[config.mk]
export PLATFORM = sky130hd
export DESIGN_NAME = strobed_bus_port
export DESIGN_NICKNAME = d
export VERILOG_FILES = /design/src/rtl/strobed_bus_pkg.sv /design/src/rtl/bus_port_ctrl.sv /design/src/rtl/bus_port_datapath.sv /design/src/rtl/strobed_bus_port.sv
export SDC_FILE = /design/constraint.sdc
export NUM_CORES = 1
export LEC_CHECK = 0
export ABC_CLOCK_PERIOD_IN_PS = 2100
export BUFFER_PORTS_ARGS = -buffer_cell sky130_fd_sc_hd__buf_2
export CORE_ASPECT_RATIO = 1.5
export CORE_MARGIN = 2
export CORE_UTILIZATION = 40
export CTS_BUF_LIST = sky130_fd_sc_hd__clkbuf_2
export CTS_CLUSTER_DIAMETER = 120
export DETAILED_ROUTE_END_ITERATION = 12
export PLACE_DENSITY = 0.77
export SYNTH_ARGS = -nofsm -noshare
export SYNTH_HDL_FRONTEND = slang
export SYNTH_HIERARCHICAL = 1
export SYNTH_SLANG_ARGS = --single-unit
[constraint.sdc]
create_clock -name clk -period 2.1 [get_ports clk]
set_input_delay 0.21 -clock clk [delete_from_list [all_inputs] [get_ports clk]]
set_output_delay 0.21 -clock clk [all_outputs]
set_load 0.01 [all_outputs]
[src/rtl/strobed_bus_pkg.sv]
package strobed_bus_pkg;
  typedef struct packed {
    logic busy;       // sequence in progress
    logic loadOut;    // load output register this edge
    logic sampleNow;  // capture pin data this edge
    logic readDone;   // read result valid from next cycle
    logic strobeLow;  // strobe phase
    logic seqWrite;   // current sequence is a write
    logic seqStrobed; // current sequence runs in strobed mode
  } bus_ctrl_t;
endpackage

[src/rtl/bus_port_ctrl.sv]
module bus_port_ctrl
  import strobed_bus_pkg::*;
#(
  parameter int STROBE_CLKS = 3
) (
  input  logic      clk,
  input  logic      rst_n,
  input  logic      cmdValid,
  input  logic      cmdWrite,
  input  logic      strobedMode,
  output bus_ctrl_t ctrl
);
  localparam int CW = $clog2(STROBE_CLKS + 1);

  typedef enum logic [1:0] {S_IDLE, S_SETUP, S_STROBE, S_HOLD} seq_state_e;

  seq_state_e state;
  logic [CW-1:0] cnt;
  logic seqWrite, seqStrobed;
  logic accept, endStrobe;

  assign accept    = cmdValid && (state == S_IDLE);
  assign endStrobe = (state == S_STROBE) && (cnt == CW'(STROBE_CLKS - 1));

  always_ff @(posedge clk or negedge rst_n) begin
    if (!rst_n) begin
      state      <= S_IDLE;
      cnt        <= '0;
      seqWrite   <= 1'b0;
      seqStrobed <= 1'b0;
    end else begin
      case (state)
        S_IDLE: if (accept) begin
          state      <= S_SETUP;
          seqWrite   <= cmdWrite;
          seqStrobed <= strobedMode;
        end
        S_SETUP: begin
          state <= S_STROBE;
          cnt   <= '0;
        end
        S_STROBE: begin
          if (endStrobe) state <= S_HOLD;
          else           cnt   <= cnt + 1'b1;
        end
        default: state <= S_IDLE;
      endcase
    end
  end

  always_comb begin
    ctrl.busy       = (state != S_IDLE);
    ctrl.loadOut    = accept && cmdWrite;
    ctrl.sampleNow  = (accept && !cmdWrite && !strobedMode) ||
                      (endStrobe && !seqWrite && seqStrobed);
    ctrl.readDone   = endStrobe && !seqWrite;
    ctrl.strobeLow  = (state == S_STROBE);
    ctrl.seqWrite   = seqWrite;
    ctrl.seqStrobed = seqStrobed;
  end


  strobe_width_chk: assert property (@(posedge clk) disable iff (!rst_n)
    (state == S_STROBE) |-> (cnt < CW'(STROBE_CLKS)));


  busy_ignore_chk: assert property (@(posedge clk) disable iff (!rst_n)
    (state != S_IDLE) |=> $stable(seqWrite) && $stable(seqStrobed));
endmodule

[src/rtl/bus_port_datapath.sv]
module bus_port_datapath
  import strobed_bus_pkg::*;
#(
  parameter int DATA_W = 8
) (
  input  logic              clk,
  input  logic              rst_n,
  input  bus_ctrl_t         ctrl,
  input  logic              strobedMode,
  input  logic [DATA_W-1:0] cmdData,
  input  logic [DATA_W-1:0] pinDataIn,
  output logic [DATA_W-1:0] pinDataOut,
  output logic              pinOe,
  output logic              rdN,
  output logic              wrN,
  output logic [DATA_W-1:0] rdData,
  output logic              rdValid
);
  logic [DATA_W-1:0] outLatch;

  always_ff @(posedge clk or negedge rst_n) begin
    if (!rst_n) begin
      outLatch <= '1;
      rdData   <= '0;
      rdValid  <= 1'b0;
    end else begin
      if (ctrl.loadOut)   outLatch <= cmdData;
      if (ctrl.sampleNow) rdData   <= pinDataIn;
      rdValid <= ctrl.readDone;
    end
  end

  assign pinDataOut = outLatch;
  assign rdN = !(ctrl.strobeLow && !ctrl.seqWrite);
  assign wrN = !(ctrl.strobeLow &&  ctrl.seqWrite);
  assign pinOe = ctrl.busy ? (ctrl.seqStrobed ? ctrl.seqWrite : 1'b1) : !strobedMode;


  no_dual_strobe_chk: assert property (@(posedge clk) disable iff (!rst_n)
    !(!rdN && !wrN));


  wr_drive_chk: assert property (@(posedge clk) disable iff (!rst_n)
    !wrN |-> pinOe);


  wr_hold_chk: assert property (@(posedge clk) disable iff (!rst_n)
    $rose(wrN) |-> pinOe);


  rd_float_chk: assert property (@(posedge clk) disable iff (!rst_n)
    (!rdN && ctrl.seqStrobed) |-> !pinOe);


  idle_float_chk: assert property (@(posedge clk) disable iff (!rst_n)
    (!ctrl.busy && strobedMode) |-> !pinOe);


  latch_hold_chk: assert property (@(posedge clk) disable iff (!rst_n)
    !ctrl.loadOut |=> $stable(outLatch));
endmodule

[src/rtl/strobed_bus_port.sv]
module strobed_bus_port
  import strobed_bus_pkg::*;
#(
  parameter int DATA_W      = 8,
  parameter int STROBE_CLKS = 3
) (
  input  logic              clk,
  input  logic              rst_n,
  input  logic              strobedMode,
  input  logic              cmdValid,
  input  logic              cmdWrite,
  input  logic [DATA_W-1:0] cmdData,
  output logic              busy,
  output logic              rdValid,
  output logic [DATA_W-1:0] rdData,
  input  logic [DATA_W-1:0] pinDataIn,
  output logic [DATA_W-1:0] pinDataOut,
  output logic              pinOe,
  output logic              rdN,
  output logic              wrN
);
  bus_ctrl_t ctrl;

  bus_port_ctrl #(.STROBE_CLKS(STROBE_CLKS)) ctrl_i (
    .clk(clk), .rst_n(rst_n), .cmdValid(cmdValid), .cmdWrite(cmdWrite),
    .strobedMode(strobedMode), .ctrl(ctrl)
  );

  bus_port_datapath #(.DATA_W(DATA_W)) dp_i (
    .clk(clk), .rst_n(rst_n), .ctrl(ctrl), .strobedMode(strobedMode),
    .cmdData(cmdData), .pinDataIn(pinDataIn), .pinDataOut(pinDataOut),
    .pinOe(pinOe), .rdN(rdN), .wrN(wrN), .rdData(rdData), .rdValid(rdValid)
  );

  assign busy = ctrl.busy;


  rd_valid_strobe_chk: assert property (@(posedge clk) disable iff (!rst_n)
    rdValid |-> (rdN && wrN && busy));
endmodule

Yosys cells after proc, flatten, opt, wreduce, memory -nomap -nowiden
Index checks and enable logic that the tools add are counted.
{"block": "op_classes", "n_addsub": 1, "n_eq_ne": 6, "muxes": 7, "n_reduce_logical": 21}
{"op": "$logic_and 1x1->1", "n": 9}
{"op": "$mux 2", "n": 3}
{"op": "$pmux 2 s3", "n": 1}
{"op": "$reduce_and 2->1", "n": 3}
{"op": "$logic_not 1->1", "n": 5}
{"op": "$eq 2x2->1 const B", "n": 2}
{"op": "$ne 2x2->1 const B", "n": 2}
{"op": "$pmux 2 s2", "n": 1}
{"op": "$reduce_bool 2->1", "n": 2}
{"op": "$add 2x1->2 const B", "n": 1}
{"op": "$eq 2x1->1 const B", "n": 1}
{"op": "$logic_not 2->1", "n": 1}
{"op": "$mux 1", "n": 2}
{"op": "$ne 2x1->1 const B", "n": 1}
{"op": "$logic_or 1x1->1", "n": 1}
{"block": "word_totals", "ff_bits": 23, "out_inout_bits": 21, "word_cells": 42}

Logic depth before layout (Yosys ltp)
{"block": "depth", "depth_word": 5, "ltp_mapped": 7, "ltp_nobuf": 6}

Hierarchy
The synthesis kept the hierarchy.
{"mod": "bus_port_datapath", "instances": 1, "cells_each": 39, "area_each_um2": 724.4, "seq_area_each_um2": 435.4}
{"mod": "bus_port_ctrl", "instances": 1, "cells_each": 39, "area_each_um2": 401.6, "seq_area_each_um2": 150.1}

Worst setup path after synthesis
No wires, ideal clock.
{"block": "synth_path", "path_kind": "register to register", "startpoint": "register ctrl_i.state[0]", "endpoint": "register dp_i.rdData[0]", "arrival_time_ns": 1.545, "t_required_ns": 1.975, "setup_slack_ns": 0.430, "stages_incl_launch_ff": 7, "synth_period_minus_slack_ns": 1.670, "path_cell_list": "dfrtp_1 -> inv_1 -> ha_1 -> and3b_2 -> a21o_1 -> buf_6 -> mux2_4"}
{"item": "start: declaration", "line_no": "bus_port_ctrl.sv:17", "text": "seq_state_e state;"}
{"item": "start signal: assignment", "line_no": "bus_port_ctrl.sv:27", "text": "state <= S_IDLE;"}
{"item": "start signal: assignment", "line_no": "bus_port_ctrl.sv:34", "text": "state <= S_SETUP;"}
{"item": "start signal: assignment", "line_no": "bus_port_ctrl.sv:39", "text": "state <= S_STROBE;"}
{"item": "end signal: assignment", "line_no": "bus_port_datapath.sv:28", "text": "if (ctrl.sampleNow) rdData <= pinDataIn;"}
{"item": "end: declaration", "line_no": "bus_port_datapath.sv:16", "text": "output logic [DATA_W-1:0] rdData,"}

==> metrics <==
GR peak layer=met2; critical path class=flop to flop; # H-tree levels=1; hold path depth=2; dpl ws=0.2833 ns; largest net degree at the start of global routing=24; Resized Gates After CTS=0; worst r2r path cells=6; endpoints failing setup=0; Pre-Repair DR Iteration Count=2; final hold violation count=0; syn nets=104; Initial Util=42.08%; total die area=3264 um^2; max-cap violations=0; Avg WL per Cell=13.37 um; met3 Usage GRT=2.344%; clock tree root buffer cell=clkbuf_2; die extent in x=47.32 um; Setup Buffers After CTS=0; n_diodes=0; Tightest Pin Transition=0.5415 ns; GP Congestion=approximately 0.77; startpoint types=flop; Clk Latency, worst-skew pair=~0.3 ns; worst min path class=input port to flop; crit path capture type=flop; vias=740; final slew viol count=0; Global Route met1 Usage=15.79%; share of cells above drive strength 1=60.33%; status=completed; Core Util, Final=about 51%; vias in the first global route=about 690; antenna violations before repair=0; Num Clock Sinks=23; required time worst endpoint=between 2 and 2.5 ns; CTS max path bufs=2; Slew headroom=63.90%; standard-cell row count=23; FF+latch count, synth=23; DP Wirelength=1.675 mm; die height=~70 um; met2 usage=approximately 23%; post-synthesis sequential area ratio=between 50% and 60%; crit path DAT=just over 2 ns; I/O Buffers=between 40 and 50; hold slack=0.1172 ns; pwr dens=~1500 nW/um^2; skew final=between 0.01 and 0.015 ns; DR iter-0 viols=6; Worst VDD drop=roughly 0.58 mV; Synth cell types=23; first-pass GRT wire length=just over 3 mm; Final period util=~87%; TritonCTS clock tree=yes; GR Overflow Total=0; DP Area=1348 um^2; DR vias/cell=approximately 4.7; Crit Path Max Fanout=8; Top Ports=42; Pleak=between 0.7 and 0.8 nW; design area=roughly 1400 um^2; Nets=around 150; Mean Syn Cell Area=between 10 and 15 um^2; Reg clk slew, reported paths=0.20 ns; Yosys top cell by area=dfrtp_1; RSZ-0062 raised after global routing=no; cells after synthesis=between 70 and 80; DR DRC count=0; wirelength, routed=2.112 mm; min Tclk post-route=approximately 1.8 ns; area delta synth->final=22.33%; final antenna-violating net count=0; cts bufs inserted=3; Peak Freq=~550 MHz; setup_tns=0 ns; Cell Area, Synth=around 1100 um^2; gr usage total=between 10% and 20%; CTS Hold Bufs=1; Area contributors post-synth=dfrtp_1, mux2_4, dfstp_2; Core Area=around 2700 um^2; Synth top area share=33.33%; Syn. warnings=6; final setup margin=around 0.27 ns
[layer usage]
| metal | part of all wire (%) | wire (um) |
|---|---|---|
| met4 | 0.76 | 16 |
| met2 | 55 | 1166 |
| met5 | 0 | 0 |
| met3 | 4.2 | 88 |
| met1 | 40 | 841 |
[registers in the layout, summed over array words and instances, names as in the netlist]
name / count
dp_i/rdValid: 1
ctrl_i/state: 2
ctrl_i/seqWrite: 1
dp_i/pinDataOut: 8
ctrl_i/seqStrobed: 1
ctrl_i/cnt: 2
dp_i/rdData: 8
[where the power goes]
group / switching, W / total [W] / internal (W)
sequential: 0.000131 / 0.000844 / 0.000713
clock: 0.000115 / 0.000166 / 0.0000505
combinational: 0.000445 / 0.00102 / 0.000579
total: 0.000691 / 0.00203 / 0.00134
[worst max-delay path: stages, from the launching register on]
cell	delay [ns]
dfrtp_1	0.45
inv_1	0.12
ha_1	0.21
nand2_1	0.10
nor3_1	0.14
a21o_1	0.39
mux2_4	0.34
[final timing paths]
path / start / end / slack (ns)
setup / recovery: ctrl_i/state[0] / dp_i/rdData[3] / 0.27
setup reg to reg: ctrl_i/state[0] / dp_i/rdData[3] / 0.27
hold reg to reg: ctrl_i/cnt[0] / ctrl_i/cnt[0] / 0.49
hold / removal: pinDataIn[5] / dp_i/rdData[5] / 0.12
min in group asynchronous: rst_n / dp_i/rdData[2] / 0.39
max in group asynchronous: rst_n / dp_i/pinDataOut[6] / 1.34
[cells in the mapped netlist, drive strengths merged]
library cell	n
mux2	18
dfrtp	15
dfstp	8
ha	5
buf	4
inv	4
mux2i	3
nand2	3
nand2b	3
a21o	2
nor2	2
nor2b	2
a21oi	1
a22o	1
and3	1
and3b	1
nor3	1
o21a	1
o21ai	1
o22ai	1
o2bb2ai	1
[cell families (layout without fill, tap and decap cells)]
family                   count (synthesis)  in the layout  share of synthesized area, %
flip-flops                              23             23                         52.00
AND/OR/NAND/NOR                         13             13                         6.333
adder cells (fa/ha/maj)                  5              5                         5.556
buffers and inverters                    8             51                         4.666
AO/OA/AOI/OAI                            8              8                         5.111
multiplexers                            21             21                         26.33
[metrics by stage]
step	instances	total power, W
global route	158	0.002193
detailed placement	153	0.001885
floorplan	78	0.001578
global placement	153	0.001849
finish	158	0.002034
CTS	158	0.002064
[cell usage in the layout, fill, tap and decap left out]
master,instances
nand2b_1,3
mux2_4,17
a21oi_1,1
a21o_1,2
nand2_1,3
o22ai_1,1
ha_1,5
nor2b_1,2
a22o_2,1
buf_2,41
clkbuf_2,4
o21a_1,1
mux2i_1,3
dfstp_2,8
and3_1,1
nor3_1,1
inv_1,4
mux2_1,1
dfrtp_1,15
dlygate4sd3_1,1
buf_4,1
o2bb2ai_1,1
nor2_1,2
and3b_2,1
o21ai_0,1
[area by class of cell]
| class | count | area (um^2) |
|---|---|---|
| Clock buffer | 4 | 20.02 |
| Fill cell | 241 | 1299 |
| Inverter | 4 | 15.01 |
| Multi-Input combinational cell | 47 | 488.0 |
| Sequential cell | 23 | 585.6 |
| Tap cell | 37 | 46.29 |
| Timing Repair Buffer | 43 | 222.7 |
No activity file was read; power rests on OpenSTA's default activity.
